==> config.mk <==
export PLATFORM = sky130hd
export DESIGN_NAME = sdram_boot_seq
export DESIGN_NICKNAME = d
export VERILOG_FILES = /design/src/rtl/sdram_boot_pkg.sv /design/src/rtl/boot_wait_timer.sv /design/src/rtl/boot_step_fsm.sv /design/src/rtl/boot_pin_drive.sv /design/src/rtl/sdram_boot_seq.sv
export SDC_FILE = /design/constraint.sdc
export NUM_CORES = 1
export LEC_CHECK = 0
export BUFFER_PORTS_ARGS = -buffer_cell sky130_fd_sc_hd__clkbuf_2
export CAP_MARGIN = 5
export CORE_MARGIN = 2
export CORE_UTILIZATION = 55
export DETAILED_ROUTE_END_ITERATION = 8
export GPL_TIMING_DRIVEN = 0
export PLACE_DENSITY = 0.78
export SYNTH_ARGS = -nofsm -noshare
export SYNTH_HDL_FRONTEND = slang
export SYNTH_SLANG_ARGS = --single-unit
==> constraint.sdc <==
create_clock -name clk -period 2.65 [get_ports clk]
set_clock_uncertainty 0.2 [all_clocks]
set_input_delay 0.265 -clock clk [delete_from_list [all_inputs] [get_ports clk]]
set_output_delay 0.265 -clock clk [all_outputs]
set_load 0.05 [all_outputs]
==> src/rtl/sdram_boot_pkg.sv <==
package sdram_boot_pkg;

  typedef enum logic [3:0] {
    CMD_LMR = 4'b0000,
    CMD_REF = 4'b0001,
    CMD_PRE = 4'b0010,
    CMD_NOP = 4'b0111
  } sd_cmd_e;

  typedef enum logic [3:0] {
    ST_PWR   = 4'd0,
    ST_PRE   = 4'd1,
    ST_WPRE  = 4'd2,
    ST_REF1  = 4'd3,
    ST_WREF1 = 4'd4,
    ST_REF2  = 4'd5,
    ST_WREF2 = 4'd6,
    ST_LMR   = 4'd7,
    ST_WLMR  = 4'd8,
    ST_DONE  = 4'd9
  } boot_step_e;

  // cycles for a delay in microseconds, rounded up
  function automatic int unsigned us_to_cycles(input int unsigned hz, input int unsigned us);
    longint unsigned prod;
    prod = (longint'(hz) / 1000) * longint'(us);
    return int'((prod + 999) / 1000);
  endfunction

  function automatic int unsigned max_of4(input int unsigned a, input int unsigned b,
                                          input int unsigned c, input int unsigned d);
    int unsigned m;
    m = a;
    if (b > m) m = b;
    if (c > m) m = c;
    if (d > m) m = d;
    return m;
  endfunction

  function automatic logic [2:0] cas_code(input int unsigned lat);
    return (lat == 3) ? 3'b011 : 3'b010;
  endfunction

  // mode word: [9] write mode, [8:7] op mode 00, [6:4] CAS code, [3] type, [2:0] length
  function automatic logic [9:0] mode_word(input logic [2:0] bl, input logic il,
                                           input logic [2:0] cl, input logic wb);
    return {wb, 2'b00, cl, il, bl};
  endfunction

  function automatic boot_step_e next_step(input boot_step_e s);
    boot_step_e n;
    case (s)
      ST_PWR:   n = ST_PRE;
      ST_PRE:   n = ST_WPRE;
      ST_WPRE:  n = ST_REF1;
      ST_REF1:  n = ST_WREF1;
      ST_WREF1: n = ST_REF2;
      ST_REF2:  n = ST_WREF2;
      ST_WREF2: n = ST_LMR;
      ST_LMR:   n = ST_WLMR;
      default:  n = ST_DONE;
    endcase
    return n;
  endfunction

endpackage

==> src/rtl/boot_wait_timer.sv <==
module boot_wait_timer #(
  parameter int CW = 8
) (
  input  logic          clk,
  input  logic          rst_n,
  input  logic          restart,
  input  logic          hold,
  input  logic [CW-1:0] len,
  output logic          last
);

  logic [CW-1:0] cnt_q;

  always_ff @(posedge clk or negedge rst_n) begin
    if (!rst_n)       cnt_q <= '0;
    else if (restart) cnt_q <= '0;
    else if (!hold)   cnt_q <= cnt_q + 1'b1;
  end

  assign last = (cnt_q == len - 1'b1);

  AST_TIMER_IN_RANGE: assert property (@(posedge clk) disable iff (!rst_n)
    !hold |-> (cnt_q < len));

endmodule

==> src/rtl/boot_step_fsm.sv <==
module boot_step_fsm
  import sdram_boot_pkg::*;
#(
  parameter int CW        = 8,
  parameter int PWR_CYC   = 100,
  parameter int WAIT_PRE  = 3,
  parameter int WAIT_REF  = 10,
  parameter int WAIT_MODE = 2
) (
  input  logic          clk,
  input  logic          rst_n,
  input  logic          timer_last,
  output boot_step_e    step,
  output logic [CW-1:0] step_len,
  output logic          advance,
  output logic          parked
);

  boot_step_e step_q;

  always_comb begin
    case (step_q)
      ST_PWR:            step_len = CW'(PWR_CYC);
      ST_WPRE:           step_len = CW'(WAIT_PRE);
      ST_WREF1, ST_WREF2: step_len = CW'(WAIT_REF);
      ST_WLMR:           step_len = CW'(WAIT_MODE);
      default:           step_len = CW'(1);
    endcase
  end

  assign parked  = (step_q == ST_DONE);
  assign advance = timer_last && !parked;

  always_ff @(posedge clk or negedge rst_n) begin
    if (!rst_n)       step_q <= ST_PWR;
    else if (advance) step_q <= next_step(step_q);
  end

  assign step = step_q;

  AST_DONE_PARKED: assert property (@(posedge clk) disable iff (!rst_n)
    parked |=> parked);
  AST_SINGLE_CMD_STEP: assert property (@(posedge clk) disable iff (!rst_n)
    (step_q inside {ST_PRE, ST_REF1, ST_REF2, ST_LMR}) |-> timer_last);

endmodule

==> src/rtl/boot_pin_drive.sv <==
module boot_pin_drive
  import sdram_boot_pkg::*;
#(
  parameter int          ROW_W  = 12,
  parameter int          BANK_W = 2,
  parameter logic [9:0]  MWORD  = 10'h023
) (
  input  boot_step_e        step,
  output logic [3:0]        cmd,
  output logic [ROW_W-1:0]  addr,
  output logic [BANK_W-1:0] ba
);

  localparam logic [ROW_W-1:0] PRE_ALL  = ROW_W'(1) << 10;
  localparam logic [ROW_W-1:0] MODE_PIN = {{(ROW_W-10){1'b0}}, MWORD};

  always_comb begin
    cmd  = CMD_NOP;
    addr = '0;
    ba   = '0;
    case (step)
      ST_PRE: begin
        cmd  = CMD_PRE;
        addr = PRE_ALL;
      end
      ST_REF1, ST_REF2: cmd = CMD_REF;
      ST_LMR: begin
        cmd  = CMD_LMR;
        addr = MODE_PIN;
      end
      default: ;
    endcase
  end

endmodule

==> src/rtl/sdram_boot_seq.sv <==
module sdram_boot_seq
  import sdram_boot_pkg::*;
#(
  parameter int          CLK_HZ      = 50_000_000,
  parameter int          POWERUP_US  = 100,
  parameter int          WAIT_PRE    = 3,
  parameter int          WAIT_REF    = 10,
  parameter int          WAIT_MODE   = 2,
  parameter int          ROW_W       = 12,
  parameter int          BANK_W      = 2,
  parameter logic [2:0]  BURST_CODE  = 3'b011,
  parameter bit          BURST_ILV   = 1'b0,
  parameter int          CAS_LAT     = 2,
  parameter bit          SINGLE_WR   = 1'b0
) (
  input  logic              clk,
  input  logic              rst_n,
  output logic              sd_cs_n,
  output logic              sd_ras_n,
  output logic              sd_cas_n,
  output logic              sd_we_n,
  output logic [ROW_W-1:0]  sd_addr,
  output logic [BANK_W-1:0] sd_ba,
  output logic              init_done
);

  localparam int          PWR_CYC = us_to_cycles(CLK_HZ, POWERUP_US);
  localparam int          MAXLEN  = max_of4(PWR_CYC, WAIT_PRE, WAIT_REF, WAIT_MODE);
  localparam int          CW      = $clog2(MAXLEN + 1) + 1;
  localparam logic [9:0]  MWORD   = mode_word(BURST_CODE, BURST_ILV, cas_code(CAS_LAT), SINGLE_WR);

  generate
    if (CAS_LAT != 2 && CAS_LAT != 3) begin : g_bad_cas
      $error("CAS latency must be 2 or 3");
    end
    if (ROW_W < 11) begin : g_bad_row
      $error("address width must be at least 11");
    end
    if (WAIT_PRE < 1 || WAIT_REF < 1 || WAIT_MODE < 1 || PWR_CYC < 1) begin : g_bad_wait
      $error("every wait must last at least one cycle");
    end
  endgenerate

  boot_step_e          step;
  logic [CW-1:0]       step_len;
  logic                advance;
  logic                parked;
  logic                timer_last;
  logic [3:0]          cmd;

  boot_wait_timer #(.CW(CW)) u_timer (
    .clk     (clk),
    .rst_n   (rst_n),
    .restart (advance),
    .hold    (parked),
    .len     (step_len),
    .last    (timer_last)
  );

  boot_step_fsm #(
    .CW(CW), .PWR_CYC(PWR_CYC), .WAIT_PRE(WAIT_PRE),
    .WAIT_REF(WAIT_REF), .WAIT_MODE(WAIT_MODE)
  ) u_fsm (
    .clk        (clk),
    .rst_n      (rst_n),
    .timer_last (timer_last),
    .step       (step),
    .step_len   (step_len),
    .advance    (advance),
    .parked     (parked)
  );

  boot_pin_drive #(.ROW_W(ROW_W), .BANK_W(BANK_W), .MWORD(MWORD)) u_pins (
    .step (step),
    .cmd  (cmd),
    .addr (sd_addr),
    .ba   (sd_ba)
  );

  assign {sd_cs_n, sd_ras_n, sd_cas_n, sd_we_n} = cmd;
  assign init_done = parked;

  // pin-level events, brought out for the checks below
  logic ev_pre, ev_ref, ev_lmr, ev_any;
  assign ev_pre = (cmd == CMD_PRE);
  assign ev_ref = (cmd == CMD_REF);
  assign ev_lmr = (cmd == CMD_LMR);
  assign ev_any = (cmd != CMD_NOP);

  logic [CW-1:0] since_rst;
  logic          pre_seen;
  logic [1:0]    ref_seen;

  always_ff @(posedge clk or negedge rst_n) begin
    if (!rst_n) begin
      since_rst <= '0;
      pre_seen  <= 1'b0;
      ref_seen  <= '0;
    end else begin
      if (since_rst < CW'(PWR_CYC)) since_rst <= since_rst + 1'b1;
      if (ev_pre) pre_seen <= 1'b1;
      if (ev_ref && ref_seen != 2'd3) ref_seen <= ref_seen + 1'b1;
    end
  end

  AST_POWERUP_HELD: assert property (@(posedge clk) disable iff (!rst_n)
    ev_any |-> (since_rst >= CW'(PWR_CYC)));
  AST_PRE_ALL_BANKS: assert property (@(posedge clk) disable iff (!rst_n)
    ev_pre |-> (sd_addr[10] && sd_ba == '0));
  AST_CMD_THEN_NOP: assert property (@(posedge clk) disable iff (!rst_n)
    ev_any |=> !ev_any);
  AST_REF_AFTER_PRE: assert property (@(posedge clk) disable iff (!rst_n)
    ev_ref |-> (pre_seen && ref_seen < 2'd2));
  AST_LMR_AFTER_TWO_REF: assert property (@(posedge clk) disable iff (!rst_n)
    ev_lmr |-> (ref_seen == 2'd2));
  AST_LMR_HIGH_BITS_LOW: assert property (@(posedge clk) disable iff (!rst_n)
    ev_lmr |-> (sd_ba == '0 && sd_addr[ROW_W-1:10] == '0 && sd_addr[8:7] == 2'b00));
  AST_DONE_QUIET: assert property (@(posedge clk) disable iff (!rst_n)
    init_done |-> !ev_any);
  AST_DONE_STICKY: assert property (@(posedge clk) disable iff (!rst_n)
    init_done |=> init_done);

endmodule

# Word-level counts from Yosys, hierarchy flattened
# Memories as Yosys holds them, arrays and structs flattened.
# Cells that the tools add are included.
# word_totals
reg_bits,18
mem_bits_ro,32
inputBits,2
out_inout_bits,19
word_cells,27
memories,1
# mem_list
name,words,word_bits,rd,rd_ports_with_merged_regs,write_ports,line,rtl
(name not given),8,4,1,0,0,sdram_boot_pkg.sv:52,case (s)
# op_classes
addsub,2
eq_ne,11
mux,6
reduce_logical,5
# ops
cell,count
$pmux 13 s4,1
$mux 14,2
$pmux 11 s2,1
$eq 4x3->1 const B,4
$add 14x1->14 const B,1
$eq 14x14->1,1
$sub 14x1->14 const B,1
$pmux 3 s3,1
$eq 4x2->1 const B,2
$eq 4x4->1 const B,2
$eq 4x1->1 const B,1
$logic_not 4->1,1
$mux 4,1
$reduce_or 2->1,2
$ne 2x2->1 const B,1
$logic_and 1x1->1,1
$logic_not 1->1,1

# Logic depth before layout (Yosys ltp)
# Gate-level depths: netlist of the first run.
# logic_depth
word_depth,7
ltp_mapped,9
mapped_depth_nobuf,7

# Hierarchy
# A second synthesis of the first run with hierarchy kept.
# unflattened
cells_unflattened,202
hier_area_um2,1709.1
# by_module_without_submodules
mod,instances,cells_per_inst,area_each_um2
boot_wait_timer,1,136,1143.6
boot_step_fsm,1,45,412.9
boot_pin_drive,1,21,152.6

# Least setup slack after synthesis of the first run
# Ideal clock, no wire load.
# synth_path
path_kind,register -> register
from,"register u_fsm.step_q[0], in the netlist u_fsm.step[0]"
to,"register u_fsm.step_q[0], in the netlist u_fsm.step[0]"
setup_time_ps,79
arrival_time_ps,2081
required_ps,2371
path_slack_ps,290
stages_incl_launch_ff,10
path_buffers,2
period_less_slack_ps,2360
path_cell_list,dfrtp_1 inv_1 ha_1 buf_2 nor4b_1 xnor2_1 o211ai_1 nor4_2 buf_4 mux2i_1
# synth_between
elab_chain_cells,6
elab_cells_between_ends,14
classes_between,1 x add/sub; 6 x eq/ne; 2 x mux; 4 x reduce/logical; 1 x memory
# synth_rtl
element,line,rtl
from (decl),boot_step_fsm.sv:19,boot_step_e step_q;
from (signal assigned),boot_step_fsm.sv:36,else if (advance) step_q <= next_step(step_q);
$eq 4x3->1,boot_step_fsm.sv:22,case (step_q)
$reduce_or 2->1,boot_step_fsm.sv:22,
$pmux 13 s4,boot_step_fsm.sv:22,
$sub 14x1->14,boot_wait_timer.sv:20,assign last = (cnt_q == len - 1'b1);
$eq 14x14->1,boot_wait_timer.sv:20,
$logic_and 1x1->1,boot_step_fsm.sv:32,assign advance = timer_last && !parked;
# Parallel ways exist; a longest one is shown, timed or not.
# A chain may end at the register's enable or synchronous reset.

# Worst setup path in the final report of the first run
# Ends and elaborated chain as after synthesis.

==> metrics.md, run 1 <==
| Metric | Value |
|---|---|
| Wirelength per Cell | `13.3 um` |
| Crit path DAT | `2550 ps` |
| Gr usage total | `20.5%` |
| Reg2reg start | `u_fsm.step[0]` |
| GP Congestion | `0.813` |
| Maxcap violations | `0` |
| Prevailing post-synth register cell | `dfrtp_1` |
| Post-synth top area share | `34.6%` |
| Sequential element share of the synthesized area | `34.6%` |
| Register bit count reported by yosys | `18` |
| Synthesized area per cell | `9.43 sq um` |
| Die ar. | `2770 sq um` |
| GR Overflow Total | `0` |
| Kind of critical path | `reg2reg` |
| Vias per inst | `5.20` |
| Place WS | `37.4 ps` |
| First-pass GRT wire length | `4.19 mm` |
| Initial DRC count | `28` |
| Routed via count | `994` |
| Post-Route WL | `2.54 mm` |
| Worst setup SP type | `register` |
| Post-synthesis instance area | `1300 sq um` |
| Post-CTS Resized | `0` |
| Vias in the first global route | `930` |
| CP max stage delay | `440 ps` |
| Crit path time final | `2530 ps` |
| Die Span X | `52.6 um` |
| Ant diodes | `0` |
| Leading area contributor after synthesis | `dfrtp_1` |
| Core area | `2230 sq um` |
| Io pins | `21` |
| Synth Instances | `138` |
| Setup crit end kind | `register` |
| Crit-path cells | `inv_1, ha_1, buf_2, and2_1, a222oi_1, o22a_1, nor4_2, buf_4, mux2i_1` |
| Initial antenna violation count | `0` |
| Synth area leaders | `dfrtp_1 35%, buf_4 8.7%, ha_1 5.8%` |
| # H-tree levels | `1` |
| Final nets | `172` |
| Max Buffers Root-to-Sink | `2` |
| Final period utilization | `95.3%` |
| Pleak | `0.000729 uW` |
| FFs w/ async S/R, synth | `100%` |
| Power per Cell Area | `338 nW/um^2` |
| Ys Warns | `0` |
| Worst setup startpoint | `u_fsm.step[0]` |
| Reg2reg setup slack | `120 ps` |
| Clk_lat worst skew | `290 ps` |
| Fraction of layout cells with a size suffix above 1 | `24.5%` |
| Fmax | `396 MHz` |
| VDD IR max | `0.398 mV` |
| Most common cell in the synthesized netlist | `dfrtp_1` |
| Setup Viol. Count Final | `0` |
| # rows | `17` |
| Synth cell count leaders | `18 x dfrtp_1, 15 x buf_4, 12 x nand2_1` |
| Status | `finished clean` |
| Depth of the most critical reg-to-reg path | `9` |
| Effective utilization at floorplan | `58.3%` |
| Layout fillers | `183` |
| Largest net degree at the start of global routing | `19` |
| Clk root buf | `clkbuf_4` |
| EDFF count, synth | `0` |
| Req. time, crit path | `2670 ps` |
| CTS Sinks | `18` |
| Crit-path slowest cell | `dfrtp_1` |
| Worst Hold Class | `in2async` |
| Final worst-path setup slack | `124 ps` |
| Min Hold Slack | `240 ps` |
| Port Buffer Count | `9` |
| Final hold violation count | `0` |
| DR DRC count | `0` |
| Worst r2r dst | `u_fsm.step[0]` |
| TritonCTS Buffers | `3` |
| Die Height | `52.6 um` |
| Pins over their slew limit | `0` |
| Distinct cell type count after synthesis | `42` |
| Post-DP HPWL | `1.81 mm` |
| Layout area overhead | `13.2%` |
| Pre-Repair DR Iteration Count | `4` |
| Clk slew on worst S/H paths | `100 ps` |
| Worst-path fanout max | `10` |
| CTS tree | `done` |
| Post-route ant nets | `0` |
==> power breakdown <==
| group | leakage, uW | switching [uW] | internal [uW] |
|---|---|---|---|
| logic | 0.000471 | 41.3 | 12.6 |
| clock network | 0.0000210 | 85.5 | 83.7 |
| registers | 0.000237 | 0 | 274 |
| total | 0.000729 | 127 | 371 |
==> critical path: cells and delay by family (launching register included) <==
family	cells	cell delay (ps)
flops	1	440
fa+ha+maj	1	160
simple gates	2	530
mux	1	200
compound gates	2	350
buf+inv	3	590
==> worst max path at each step <==
stage          slack (ps)       endpoint  cells after the start
2_1_floorplan         290  u_fsm.step[0]                      9
3_3_place_gp          100  u_fsm.step[1]                      9
3_5_place_dp           40  u_fsm.step[0]                      9
4_1_cts                10  u_fsm.step[0]                      9
5_1_grt               -20  u_fsm.step[0]                      9
6_report              120  u_fsm.step[0]                      9
==> layer usage <==
metal / track usage [%] / part of all wire [%]
met3: 3.43 / 4.2
met4: 5.56 / 0.55
met1: 26.3 / 45
met5: 0 / 0
met2: 35.4 / 50
==> layout make-up <==
class	count	area [sq um]	area share, %
buffer	20	155	10.5
sequential	18	450	30.6
multi-input combinational	105	714	48.5
tap	28	35.0	2.38
timing repair buffer	11	62.6	4.25
clock buffer	4	36.3	2.46
inverter	5	18.8	1.27
==> sequential cells by signal, summed over array words and instances, names as in the netlist <==
register and flops:
u_fsm.step 4, u_timer.cnt_q 14
==> what timing repair did <==
item | CTS | global route
hold endpoints to repair | 18 | 0
hold buffers | 1 | 0
endpoints found under the setup margin | 0 | 10
setup buffers | 0 | 1
==> kinds of logic after synthesis <==
group                      after synthesis  share of synthesized area (%)
muxes                                    5                           3.94
buffers and inverters                   25                           13.4
xor gates and xnor gates                14                           9.42
adders and majority gates                6                           5.77
AOI/OAI and AO/OA                       17                           9.62
other                                    1                          0.288
DFF                                     18                           34.6
and+or+nand+nor                         52                           23.0
==> through the flow <==
step	cell area (sq um)	setup TNS (ps)	util [%]	cells	power, uW
floorplan	1340	0	-	148	326
global placement	1420	0	63.5	185	332
detailed placement	1420	0	63.5	185	332
CTS	1470	0	65.6	190	503
global route	1470	-16.5	65.9	191	523
finish	1470	0	65.9	191	498
==> layout by cell type, fill, tap and decap left out, types with 2 or more instances in the layout <==
| cell type | instances |
|---|---|
| inv_1 | 5 |
| conb_1 | 11 |
| o21ai_1 | 2 |
| a21oi_1 | 3 |
| nor2_1 | 11 |
| and3_1 | 3 |
| and4_1 | 4 |
| mux2i_1 | 4 |
| nor4_1 | 2 |
| nand3_1 | 4 |
| xor2_1 | 7 |
| buf_6 | 3 |
| nand4_1 | 3 |
| nand2b_1 | 2 |
| nand2_1 | 12 |
| o21ai_0 | 2 |
| buf_4 | 16 |
| clkbuf_2 | 9 |
| clkbuf_4 | 3 |
| xnor2_1 | 7 |
| ha_1 | 6 |
| dfrtp_1 | 18 |
| and2_1 | 3 |
Power figures use the tool's default switching activity.
==> run 2, diff against run 1 <==
- CELL_PAD_IN_SITES_DETAIL_PLACEMENT: unset -> 1
- CELL_PAD_IN_SITES_GLOBAL_PLACEMENT: unset -> 1
- CORE_UTILIZATION: 55 -> 42
- PLACE_DENSITY: 0.78 -> unset
- PLACE_DENSITY_LB_ADDON: unset -> 0.1
==> run 2 against run 1 <==
  * Fmax increased by 1.8%
  * Global-route usage decreased by 2.8 points
  * Sequential share of layout area down 0.36 points
  * Combinational power rose by 1%
  * Utilization shrank 16 points
==> metrics.md, run 2 (synthesis gave the netlist of run 1 again) <==
| Metric | Value |
|---|---|
| Status | `finished clean` |
| Post-Route WL | `2.75 mm` |
| Die Height | `59.7 um` |
| Switching power | `135 uW` |
| RSZ-0062 raised after global routing | `no` |
| Share of power burned in registers | `54.2%` |
| Comb power frac | `10.8%` |
| CTS tree | `done` |
| Gr usage total | `17.8%` |
| Clk slew on worst S/H paths | `120 ps` |
| Vias in the first global route | `1,063` |
| Pre-Repair DR Iteration Count | `4` |
| Pleak | `0.000728 uW` |
| Vias per inst | `5.25` |
| Pins over their slew limit | `0` |
| VDD IR max | `0.263 mV` |
| Die ar. | `3560 sq um` |
| Placed cells | `190` |
| Clk_lat worst skew | `310 ps` |
| GR Overflow Total | `0` |
| Flip-flop count of the largest register after layout | `14` |
| Final hold violation count | `0` |
| Final period utilization | `93.6%` |
| Final Non-Filler Cells | `195` |
| # H-tree levels | `1` |
| Fmax | `403 MHz` |
| Layout area overhead | `14.5%` |
| Req. time, crit path | `2690 ps` |
| Max Buffers Root-to-Sink | `2` |
| Initial DRC count | `32` |
| Final Power | `506 uW` |
| TritonCTS Buffers | `3` |
| Clock network power share | `35.0%` |
| Sw frac | `26.7%` |
| TNS Setup | `0 ps` |
| # rows | `20` |
| Worst setup SP type | `register` |
| Min Hold Slack | `227 ps` |
| Largest net degree at the start of global routing | `19` |
| Most frequent cells in the layout | `18 x dfrtp_1, 14 x buf_4, 12 x nand2_1, 11 x nor2_1, 11 x conb_1` |
| Port Buffer Count | `9` |
| Crit path time final | `2480 ps` |
| Maxcap violations | `0` |
| CTS Sinks | `18` |
| Effective utilization at floorplan | `43.3%` |
| Final nets | `171` |
| Die Span X | `59.7 um` |
| Clk root buf | `clkbuf_4` |
| Core area | `3000 sq um` |
| GP Congestion | `0.764` |
| Power per Cell Area | `340 nW/um^2` |
| Internal power | `371 uW` |
| Routed via count | `1,023` |
| Post-DP HPWL | `2.04 mm` |
| Crit path DAT | `2520 ps` |
| Wirelength per Cell | `14.1 um` |
| Io pins | `21` |
| Worst Hold Class | `in2async` |
| Post-route ant nets | `0` |
| Initial antenna violation count | `0` |
| Biggest register | `u_timer.cnt_q` |
| Fraction of layout cells with a size suffix above 1 | `24.7%` |
| Worst-path fanout max | `10` |
| Setup Viol. Count Final | `0` |
| DR DRC count | `0` |
| Setup crit end kind | `register` |
| Kind of critical path | `reg2reg` |
| First-pass GRT wire length | `4.78 mm` |
| Core Util, Final | `49.6%` |
| Ant diodes | `0` |
| Most common library cell in the layout ignoring fill and taps | `dfrtp_1` |
[run 2: changes by cell type in the layout (fill, tap and decap cells not counted), sizes merged]
| cell | change |
|---|---|
| buf | -1 |
[run 2: critical path, stage by stage (launching register included)]
cell      delay, ps
dfrtp_1         440
inv_1           150
ha_1            170
buf_2           200
and2_1          160
a222oi_1         90
o22a_1          250
nor4_4          350
buf_6           200
mux2i_1         190
[run 2: timing repair]
action                                 in CTS  in global routing
endpoints found under the hold margin      18                  0
hold buffers                                1                  0
gates cloned                                0                  0
buffers inserted                            0                  0
pin swaps                                   1                  0
resized for setup                           0                  3
setup endpoints to repair                   2                 10
[run 2: path summary, 6_finish.rpt]
path	from	end	slack (ps)	depth (start not counted)
worst max-delay path	u_fsm.step[0]	u_fsm.step[1]	170	9
worst min-delay path	rst_n	u_fsm.step[0]	230	2
worst max register to register	u_fsm.step[0]	u_fsm.step[1]	170	9
worst min register to register	u_timer.cnt_q[13]	u_timer.cnt_q[13]	280	1
max in group asynchronous	rst_n	u_timer.cnt_q[2]	1690	2
min in group clk	u_timer.cnt_q[13]	u_timer.cnt_q[13]	280	1
[run 2: power groups by stage]
stage / sequential, uW / combinational, uW / clock, uW
global route: 275 / 58.2 / 194
floorplan: 280 / 46.4 / 0
CTS: 275 / 54.0 / 186
detailed placement: 280 / 52.9 / 0
global placement: 280 / 52.7 / 0
finish: 275 / 54.6 / 177
[run 2: layout make-up]
type	count	area, sq um
Buffer	20	159
Clock buffer	4	36.3
Fill cell	354	1510
Inverter	5	18.8
Multi-Input combinational cell	105	729
Sequential cell	18	450
Tap cell	33	41.3
Timing Repair Buffer	10	55.1
[run 2: layer usage]
layer	vias to the layer above	GRT usage (%)	part of all wire, %
met3	2	4.55	3.5
met4	0	2.86	0.69
met1	506	21.4	44
li1	500	-	-
met5	-	0	0
met2	15	32.1	52
[run 2: stage by stage]
stage               area, sq um  setup WS, ps
floorplan                  1340           290
global placement           1430          80.9
detailed placement         1430          1.14
CTS                        1470          88.4
global route               1490          2.66
finish                     1490           169
